==> config.mk <==
export PLATFORM = sky130hd
export DESIGN_NAME = qpsk_phase_loop
export DESIGN_NICKNAME = d
export VERILOG_FILES = /design/src/rtl/qpsk_loop_pkg.sv /design/src/rtl/qpsk_sincos.sv /design/src/rtl/qpsk_loop_ctrl.sv /design/src/rtl/qpsk_loop_dp.sv /design/src/rtl/qpsk_phase_loop.sv
export SDC_FILE = /design/constraint.sdc
export NUM_CORES = 2
export LEC_CHECK = 0
export ABC_AREA = 1
export BUFFER_PORTS_ARGS = -buffer_cell sky130_fd_sc_hd__buf_2
export CORE_ASPECT_RATIO = 0.75
export CORE_MARGIN = 4
export CORE_UTILIZATION = 55
export DETAILED_ROUTE_END_ITERATION = 10
export GPL_TIMING_DRIVEN = 0
export PLACE_DENSITY = 0.82
export SLEW_MARGIN = 0
export SYNTH_ARGS = -nofsm -noshare
export SYNTH_HDL_FRONTEND = slang
export SYNTH_SLANG_ARGS = --single-unit
==> constraint.sdc <==
create_clock -name clk -period 41.6 [get_ports clk]
set_input_delay 4.16 -clock clk [delete_from_list [all_inputs] [get_ports clk]]
set_output_delay 4.16 -clock clk [all_outputs]
set_load 0.02 [all_outputs]
==> src/rtl/qpsk_loop_pkg.sv <==
package qpsk_loop_pkg;
  // strobes from control to datapath
  typedef struct packed {
    logic advance;   // update integrator and phase accumulator
    logic capture;   // load the output registers
  } loopCtl_t;
endpackage

==> src/rtl/qpsk_sincos.sv <==
module qpsk_sincos #(
  parameter int AW = 8,
  parameter int CW = 12
) (
  input  logic [AW-1:0]        angle,
  output logic signed [CW-1:0] sinOut,
  output logic signed [CW-1:0] cosOut
);
  localparam int  RW  = AW - 2;
  localparam int  QN  = 2 ** RW;
  localparam real AMP = real'((2 ** (CW - 1)) - 1);
  localparam logic [RW:0]   QNV = {1'b1, {RW{1'b0}}};
  localparam logic [AW-1:0] QTR = {2'b01, {RW{1'b0}}};

  function automatic int quarterVal(int k);
    real ang;
    ang = 6.283185307179586 * real'(k) / real'(4 * QN);
    return $rtoi(AMP * $sin(ang) + 0.5);
  endfunction

  logic [CW-2:0] tbl [QN+1];

  for (genvar k = 0; k <= QN; k++) begin : g_tbl
    localparam int VI = quarterVal(k);
    localparam logic [CW-2:0] V = VI[CW-2:0];
    assign tbl[k] = V;
  end

  function automatic logic signed [CW-1:0] lookup(input logic [AW-1:0] a);
    logic [RW:0]   ix;
    logic [CW-2:0] m;
    ix = a[AW-2] ? (QNV - {1'b0, a[RW-1:0]}) : {1'b0, a[RW-1:0]};
    m  = tbl[ix];
    return a[AW-1] ? -$signed({1'b0, m}) : $signed({1'b0, m});
  endfunction

  always_comb begin
    sinOut = lookup(angle);
    cosOut = lookup(angle + QTR);
  end
endmodule

==> src/rtl/qpsk_loop_ctrl.sv <==
module qpsk_loop_ctrl
  import qpsk_loop_pkg::*;
(
  input  logic     clk,
  input  logic     rstN,
  input  logic     symValid,
  output loopCtl_t ctl,
  output logic     outValid
);
  always_comb begin
    ctl.advance = symValid;
    ctl.capture = symValid;
  end

  always_ff @(posedge clk or negedge rstN) begin
    if (!rstN) outValid <= 1'b0;
    else       outValid <= symValid;
  end
endmodule

==> src/rtl/qpsk_loop_dp.sv <==
module qpsk_loop_dp
  import qpsk_loop_pkg::*;
#(
  parameter int DW = 12,
  parameter int CW = 12,
  parameter int PW = 16,
  parameter int GW = 16,
  parameter int AW = 8,
  parameter int SH = 12
) (
  input  logic                 clk,
  input  logic                 rstN,
  input  loopCtl_t             ctl,
  input  logic signed [DW-1:0] inI,
  input  logic signed [DW-1:0] inQ,
  input  logic signed [GW-1:0] k1,
  input  logic signed [GW-1:0] k2,
  output logic signed [DW-1:0] outI,
  output logic signed [DW-1:0] outQ,
  output logic [1:0]           outDec,
  output logic signed [PW-1:0] lfOut,
  output logic [PW-1:0]        phaseAcc
);
  localparam int PRW = DW + CW + 1;
  localparam int EW  = DW + 2;
  localparam int KW  = GW + EW;
  localparam logic signed [PRW-1:0] HALF = PRW'(1) <<< (CW - 2);
  localparam logic signed [PRW-1:0] TOPV = PRW'((2 ** (DW - 1)) - 1);
  localparam logic signed [PRW-1:0] BOTV = -TOPV - PRW'(1);

  logic signed [CW-1:0] sinV, cosV;
  logic signed [PRW-1:0] accI, accQ;
  logic signed [DW-1:0]  yI, yQ;
  logic signed [EW-1:0]  exI, exQ, termA, termB, errV;
  logic [PW-1:0] integ, propV, intNext, lfV, phaseNext;

  qpsk_sincos #(.AW(AW), .CW(CW)) trig_i (
    .angle (phaseAcc[PW-1 -: AW]),
    .sinOut(sinV),
    .cosOut(cosV)
  );

  function automatic logic signed [DW-1:0] roundSat(input logic signed [PRW-1:0] v);
    logic signed [PRW-1:0] r;
    r = (v + HALF) >>> (CW - 1);
    if (r > TOPV) return TOPV[DW-1:0];
    if (r < BOTV) return BOTV[DW-1:0];
    return r[DW-1:0];
  endfunction

  always_comb begin
    // derotate by the current estimate
    accI = PRW'(inI) * PRW'(cosV) + PRW'(inQ) * PRW'(sinV);
    accQ = PRW'(inQ) * PRW'(cosV) - PRW'(inI) * PRW'(sinV);
    yI   = roundSat(accI);
    yQ   = roundSat(accQ);
    // decision-directed error, sign of zero taken as positive
    exI   = EW'(yI);
    exQ   = EW'(yQ);
    termA = yI[DW-1] ? -exQ : exQ;
    termB = yQ[DW-1] ? -exI : exI;
    errV  = termA - termB;
    // proportional-plus-integral filter, modulo arithmetic
    propV     = PW'((KW'(k1) * KW'(errV)) >>> SH);
    intNext   = integ + PW'((KW'(k2) * KW'(errV)) >>> SH);
    lfV       = propV + intNext;
    phaseNext = phaseAcc + lfV;
  end

  always_ff @(posedge clk or negedge rstN) begin
    if (!rstN) begin
      integ    <= '0;
      phaseAcc <= '0;
      outI     <= '0;
      outQ     <= '0;
      outDec   <= '0;
      lfOut    <= '0;
    end else begin
      if (ctl.advance) begin
        integ    <= intNext;
        phaseAcc <= phaseNext;
      end
      if (ctl.capture) begin
        outI   <= yI;
        outQ   <= yQ;
        outDec <= {yI[DW-1], yQ[DW-1]};
        lfOut  <= lfV;
      end
    end
  end
endmodule

==> src/rtl/qpsk_phase_loop.sv <==
module qpsk_phase_loop
  import qpsk_loop_pkg::*;
#(
  parameter int DW = 12,
  parameter int CW = 12,
  parameter int PW = 16,
  parameter int GW = 16,
  parameter int AW = 8,
  parameter int SH = 12
) (
  input  logic                 clk,
  input  logic                 rstN,
  input  logic                 symValid,
  input  logic signed [DW-1:0] inI,
  input  logic signed [DW-1:0] inQ,
  input  logic signed [GW-1:0] k1,
  input  logic signed [GW-1:0] k2,
  output logic                 outValid,
  output logic signed [DW-1:0] outI,
  output logic signed [DW-1:0] outQ,
  output logic [1:0]           outDec,
  output logic signed [PW-1:0] lfOut
);
  loopCtl_t      ctl;
  logic [PW-1:0] phaseAcc;

  qpsk_loop_ctrl ctrl_i (
    .clk     (clk),
    .rstN    (rstN),
    .symValid(symValid),
    .ctl     (ctl),
    .outValid(outValid)
  );

  qpsk_loop_dp #(
    .DW(DW), .CW(CW), .PW(PW), .GW(GW), .AW(AW), .SH(SH)
  ) dp_i (
    .clk     (clk),
    .rstN    (rstN),
    .ctl     (ctl),
    .inI     (inI),
    .inQ     (inQ),
    .k1      (k1),
    .k2      (k2),
    .outI    (outI),
    .outQ    (outQ),
    .outDec  (outDec),
    .lfOut   (lfOut),
    .phaseAcc(phaseAcc)
  );
endmodule

After elaboration in Yosys (flattened, before gate mapping). Memory sizes are Yosys's and may differ from the RTL's. Index checks and enable logic that the tools add are counted.

Memories: 2. Bits in read-only memories: 2816. Output and inout bits: 43. Register bits after elaboration: 75.

Bitwise gates (word level): 2. Add/sub/neg operators: 15. Multipliers: 6. Muxes and demuxes: 24. Magnitude comparators: 6.

Memory list: (no name shown) (depth 128, width 11, rd ports 1, clocked after memory_dff 0, wr ports 0, line qpsk_sincos.sv:33) `m = tbl[ix];`; (no name shown) (depth 128, width 11, rd ports 1, clocked after memory_dff 0, wr ports 0, line qpsk_sincos.sv:33).

Operator list (number): $mux W12 (10); $mul A12 B12 Y24 (4); $mul A16 B14 Y28 (2); $add A25 B12 Y25 const B (2); $add A16 B16 Y16 (3); $mux W11 (4); $gt A14 B12 Y1 const B (2); $lt A14 B12 Y1 const B (2); $mux W14 (2); $neg A12 Y14 (2); $add A25 B25 Y25 (1); $sub A25 B25 Y25 (1); $neg A11 Y12 (2); $ge A8 B8 Y1 const B (2); $not A7 Y8 (2); $mux W7 (2); $sub A14 B14 Y14 (1); $sub A7 B6 Y7 const A (2); $add A8 B7 Y8 const B (1); $mux W1 (6).

Depth between registers and ports, before layout.
Word-level depth: 24. Gate-level depth with buffers: 138. Gate-level depth less buffers: 134.

Hierarchy. Synthesis repeated with hierarchy kept, for this count alone.

Cells, all modules: 6287. Area, all modules: 48151.2 um2.

Modules (own cells, without submodules): qpsk_loop_dp (seq. area each 1801.7 um2, times used 1, cells an instance 5615, area an instance 44879.3 um2); qpsk_sincos (seq. area each 0.0 um2, times used 1, cells an instance 669, area an instance 3231.8 um2); qpsk_loop_ctrl (seq. area each 25.0 um2, times used 1, cells an instance 3, area an instance 40.0 um2).

Worst setup path after synthesis. OpenSTA, ideal clock, no wires.

Path type: in2reg. Start: in inQ[7]. End: reg dp_i.phaseAcc[14]. Required time: 41.517 ns. Setup slack: 19.414 ns. Buffers on the path: 6. Setup time: 0.083 ns. Data arrival time: 22.103 ns. Stages on the path: 106. Cell sequence: buf_1 clkbuf_1 nand2_1 fa_1 inv_1 ha_1 fa_1 inv_1 fa_1 fa_1 inv_1 ha_1 nand3_1 nand2_1 a21oi_1 nor2_1 nor2_1 o31ai_1 [... 70 more ...] nand2_1 xor2_1 inv_1 ha_1 nand2_1 o21ai_0 xor2_1 inv_1 ha_1 inv_1 o31ai_1 a21oi_1 o21ai_0 a21oi_1 nor2_1 nor2_1 xor2_1 o21ai_0.

Longest elaborated chain between the ends: 15. Elaborated cells between the ends (all ways): 32. Classes of those cells: add/sub (10); mul (4); order compare (4); mux (14).

RTL lines: from (decl) (line qpsk_phase_loop.sv:15) `input logic signed [DW-1:0] inQ,`; $mul A12 B12 Y24 (on tied branches) (line qpsk_loop_dp.sv:54, qpsk_loop_dp.sv:53); $sub A25 B25 Y25 or $add A25 B25 Y25 (tied branches) (line qpsk_loop_dp.sv:54, qpsk_loop_dp.sv:53); $add A25 B12 Y25 (line qpsk_loop_dp.sv:45) `r = (v + HALF) >>> (CW - 1);`; $lt A14 B12 Y1 (line qpsk_loop_dp.sv:47) `if (r < BOTV) return BOTV[DW-1:0];`; $mux W1 (2 in a row) (line qpsk_loop_dp.sv:47); $mux W12 (line qpsk_loop_dp.sv:48) `return r[DW-1:0];`; $mux W12 (line qpsk_loop_dp.sv:47); $neg A12 Y14 (on tied branches) (line qpsk_loop_dp.sv:60, qpsk_loop_dp.sv:61); $mux W14 (on tied branches) (line qpsk_loop_dp.sv:60, qpsk_loop_dp.sv:61); $sub A14 B14 Y14 * (line qpsk_loop_dp.sv:62) `errV = termA - termB;`; $mul A16 B14 Y28 * (line qpsk_loop_dp.sv:65) `intNext = integ + PW'((KW'(k2) * KW'(errV)) >>> SH);`; $add A16 B16 Y16 * (line qpsk_loop_dp.sv:65); via dp_i.intNext[8] (line qpsk_loop_dp.sv:35) `logic [PW-1:0] integ, propV, intNext, lfV, phaseNext;`; $add A16 B16 Y16 * (line qpsk_loop_dp.sv:66) `lfV = propV + intNext;`; via dp_i.lfV[9] (line qpsk_loop_dp.sv:35); $add A16 B16 Y16 * (line qpsk_loop_dp.sv:67) `phaseNext = phaseAcc + lfV;`; to (signal assigned) (line qpsk_loop_dp.sv:81) `phaseAcc <= phaseNext;`; to (decl) (line qpsk_loop_dp.sv:22) `output logic [PW-1:0] phaseAcc`.

Mark *: on every way through the listed nets, which the timed path passes. The rest lies on a longest branch. The select of a mux whose other input is x is not followed. A chain may end at the register's enable or synchronous reset.

Final worst setup path.
Start: reg dp_i.phaseAcc[8]. End: reg dp_i.phaseAcc[14].

Longest elaborated chain between the ends: 24. Elaborated cells between the ends (all ways): 51. Classes of those cells: add/sub (15); mul (6); order compare (4); mux (22); bitwise (2); memory (2).

RTL lines: $add A8 B7 Y8 (line qpsk_sincos.sv:39) `cosOut = lookup(angle + QTR);`; $sub A7 B6 Y7 (line qpsk_sincos.sv:32) `ix = a[AW-2] ? (QNV - {1'b0, a[RW-1:0]}) : {1'b0, a[RW-1:0]};`; $mux W7 (line qpsk_sincos.sv:32); $not A7 Y8 (not written as such) (line qpsk_sincos.sv:33); $mem_v2 Z128 W11; $mux W11 (not written as such) (2 in a row) (line qpsk_sincos.sv:33); $neg A11 Y12 (line qpsk_sincos.sv:34) `return a[AW-1] ? -$signed({1'b0, m}) : $signed({1'b0, m});`; $mux W12 (line qpsk_sincos.sv:34); [... 9 more ...]; $mux W14 (on tied branches) (line qpsk_loop_dp.sv:60, qpsk_loop_dp.sv:61); $sub A14 B14 Y14 * (line qpsk_loop_dp.sv:62); $mul A16 B14 Y28 * (line qpsk_loop_dp.sv:65); $add A16 B16 Y16 * (line qpsk_loop_dp.sv:65); via dp_i.intNext[8] (line qpsk_loop_dp.sv:35); $add A16 B16 Y16 * (line qpsk_loop_dp.sv:66); via dp_i.lfV[9] (line qpsk_loop_dp.sv:35); $add A16 B16 Y16 * (line qpsk_loop_dp.sv:67).

Marks and branches as above.

==> results.json <==
{
  "status": "completed",
  "criticalPathCategory": "register to register",
  "initial_core_util_pct": 55.9,
  "drc": 0,
  "timing.fmax_mhz": 35.5,
  "critPathLaunchType": "register",
  "syn_area_sq_mm": 0.0474,
  "grt_max_degree": 57,
  "synth.top_cell.area_share_pct": 40.9,
  "die_h_um": 262,
  "rsz0062_at_grt": "false",
  "synth_seq_area_share_pct": 3.86,
  "worst_clock_skew_ps": 9.91,
  "wl_per_cell_um": 20.2,
  "gp_congestion": 1.01,
  "synth_cell_types": 61,
  "synthCells": 6055,
  "worst_ep_arrival_time_ps": 28400,
  "place_hpwl_um": 127000,
  "tightest_slew_ps": 1120,
  "postSynth.asyncResetShare_pct": 100,
  "vias_per_cell": 5.59,
  "dieArea_sq_mm": 0.0909,
  "die_x_um": 347,
  "cts_setup_buffers": 0,
  "drive_above_1_share_pct": 3.08,
  "cpMaxStageDelayCell": "dfrtp_1",
  "finalSetupViolCount": 0,
  "firstDrtPassIters": 8,
  "cts-root-buf": "clkbuf_16",
  "ctsResizeCount": 0,
  "cpLargestDelayFamily": "adder cells",
  "min_period_over_period_pct": 67.6,
  "dr_wl_met3_um": 24200,
  "postLayoutCoreUtil_pct": 58.4,
  "fp-row-count": 92,
  "synthFlopType": "dfrtp_1",
  "drtAntennaViolNets": 0,
  "crit_fanout": 18,
  "final.min_clock_period_ps": 28140,
  "antenna_found_initial": 7,
  "clk_latency_ps": 360,
  "worst-path-buf-inv": 25,
  "hold_viol": 0,
  "cap_violations": 0,
  "slew_headroom_pct": 23.2,
  "synthTopCellsByArea": "fa_1 (41%), ha_1 (13%), inv_1 (12%), nand2_1 (9.1%), nor2_1 (5.1%)",
  "nNetsFinal": 7673,
  "drv_slew": 0,
  "wl_met1_um": 60900,
  "htreeDepth": 3,
  "syn_to_final_growth_pct": 4.42,
  "synth_nets": 7592,
  "cts_tree": "built",
  "clockBufferDepth": 2,
  "ioPinCount": 102,
  "worst_ep_required_time_ps": 41860,
  "ys_ff_latch": 73,
  "numCtsBuffers": 9,
  "min_path_type": "register to register",
  "nFillCells": 7630,
  "syn-mean-instance-area_sq_um": 7.82,
  "grt_pass1_wl_um": 232000,
  "drt-total-wl_um": 147000,
  "setup_tns_ps": 0,
  "clock_sinks": 73,
  "core_area_sq_mm": 0.0847,
  "overflow": 0,
  "cp-end-kind": "register",
  "cts_hold_buf": 0,
  "first_iter_violations": 3737,
  "vias": 40600,
  "top_layer": "met5",
  "yosysWarnings": 0,
  "grt_pass1_vias": 41200,
  "grtUsageTotal_pct": 32.8,
  "synth_edf_count": 0,
  "portBuffers": 69,
  "cts.clk_slew.worst_paths_ps": 60,
  "max_stage_delay_ps": 790,
  "met2_length_um": 57200,
  "synth_largest_area_cell": "fa_1"
}
per-layer routing:
| metal | track usage (%) | up-vias |
|---|---|---|
| met1 | 47.3 | 19800 |
| met5 | 0.262 | - |
| met3 | 14.7 | 287 |
| met4 | 7.83 | 4 |
| li1 | - | 18100 |
| met2 | 44.9 | 2405 |
final cells by class:
type	count	area, sq um	area share (%)
multi-input cells	4289	39100	79.1
inverters	1505	5650	11.4
flip-flops and latches	73	1830	3.69
well taps	1128	1410	2.85
plain buffers	188	767	1.55
repair buffers	70	375	0.759
clock buffers	10	229	0.463
clock inverters	6	67.6	0.137
diodes	3	7.51	0.0152
layout by cell type, fill, tap and decap left out, types with 25 or more instances in the layout:
master / instances
nor2_1: 641
buf_2: 75
xor2_1: 135
nand3_1: 137
o21ai_0: 154
or2_2: 25
clkbuf_1: 153
o21bai_1: 32
dfrtp_1: 73
ha_1: 510
xnor2_1: 92
fa_1: 968
nor3_1: 26
a21oi_1: 228
inv_1: 1471
nand2_1: 1144
worst reg2reg max path: cells and delay by family, from the launching register on:
family	cells	cell delay [ps]
adder cells (fa/ha/maj)	22	9190
AO/OA/AOI/OAI	30	6600
AND/OR/NAND/NOR	37	5460
buffers and inverters	25	4510
XOR/XNOR	5	1510
flip-flops	1	790
logic make-up after synthesis:
logic type / count (synthesis) / share of synthesized area (%)
AOI/OAI and AO/OA: 524 / 6.35
xor gates and xnor gates: 227 / 4.20
adders and majority gates: 1478 / 54.4
buffers and inverters: 1693 / 13.6
DFF: 73 / 3.86
and+or+nand+nor: 2060 / 17.6
final timing paths:
kind                             startpoint           endpoint  slack, ps  cells after the start
max in group asynchronous              rstN       dp_i.outQ[9]      37320                      2
max reg2reg                dp_i.phaseAcc[8]  dp_i.phaseAcc[14]      13460                    119
min in group asynchronous              rstN     dp_i.lfOut[11]       3680                      1
max                        dp_i.phaseAcc[8]  dp_i.phaseAcc[14]      13460                    119
min reg2reg                   dp_i.lfOut[0]      dp_i.lfOut[0]        470                      2
min                           dp_i.lfOut[0]      dp_i.lfOut[0]        470                      2
state kept, by name, indices dropped and copies added (netlist names):
register,cells
dp_i.phaseAcc,16
ctrl_i.outValid,1
dp_i.outI,11
dp_i.outQ,11
dp_i.integ,16
dp_i.lfOut,16
dp_i.outDec,2
cells in the mapped netlist, drive strengths merged, types with 2 or more instances:
master / number
o21bai: 33
buf: 36
a221o: 3
nand2: 1172
o31ai: 7
clkinv: 24
a21oi: 228
a31oi: 23
o21ai: 155
nand3b: 8
a311oi: 4
nor4: 11
a221oi: 3
inv: 1481
nand3: 143
o221ai: 6
o211ai: 13
nor3: 26
fa: 968
xnor2: 92
o21a: 9
clkbuf: 152
o41ai: 2
or2: 25
a211oi: 8
a2111oi: 5
a21boi: 2
nand4: 16
dfrtp: 73
o311ai: 4
xor2: 135
o22ai: 2
a21o: 9
nor2: 654
ha: 510
and3: 2
o2111ai: 3
per-stage QoR:
| step | setup slack (ps) | hold slack, ps | instances | area, sq um |
|---|---|---|---|---|
| after global placement | 14830 | 455 | 7252 | 49100 |
| after CTS | 14530 | 477 | 7269 | 49400 |
| after detailed placement | 14570 | 461 | 7253 | 49100 |
| after floorplan | 19410 | 448 | 6055 | 47400 |
| after global routing | 11980 | 497 | 7271 | 49400 |
| final | 13460 | 471 | 7272 | 49400 |
Power is not shown: default switching activity piles up to over one toggle a cycle in this logic, so the estimate is an artifact.
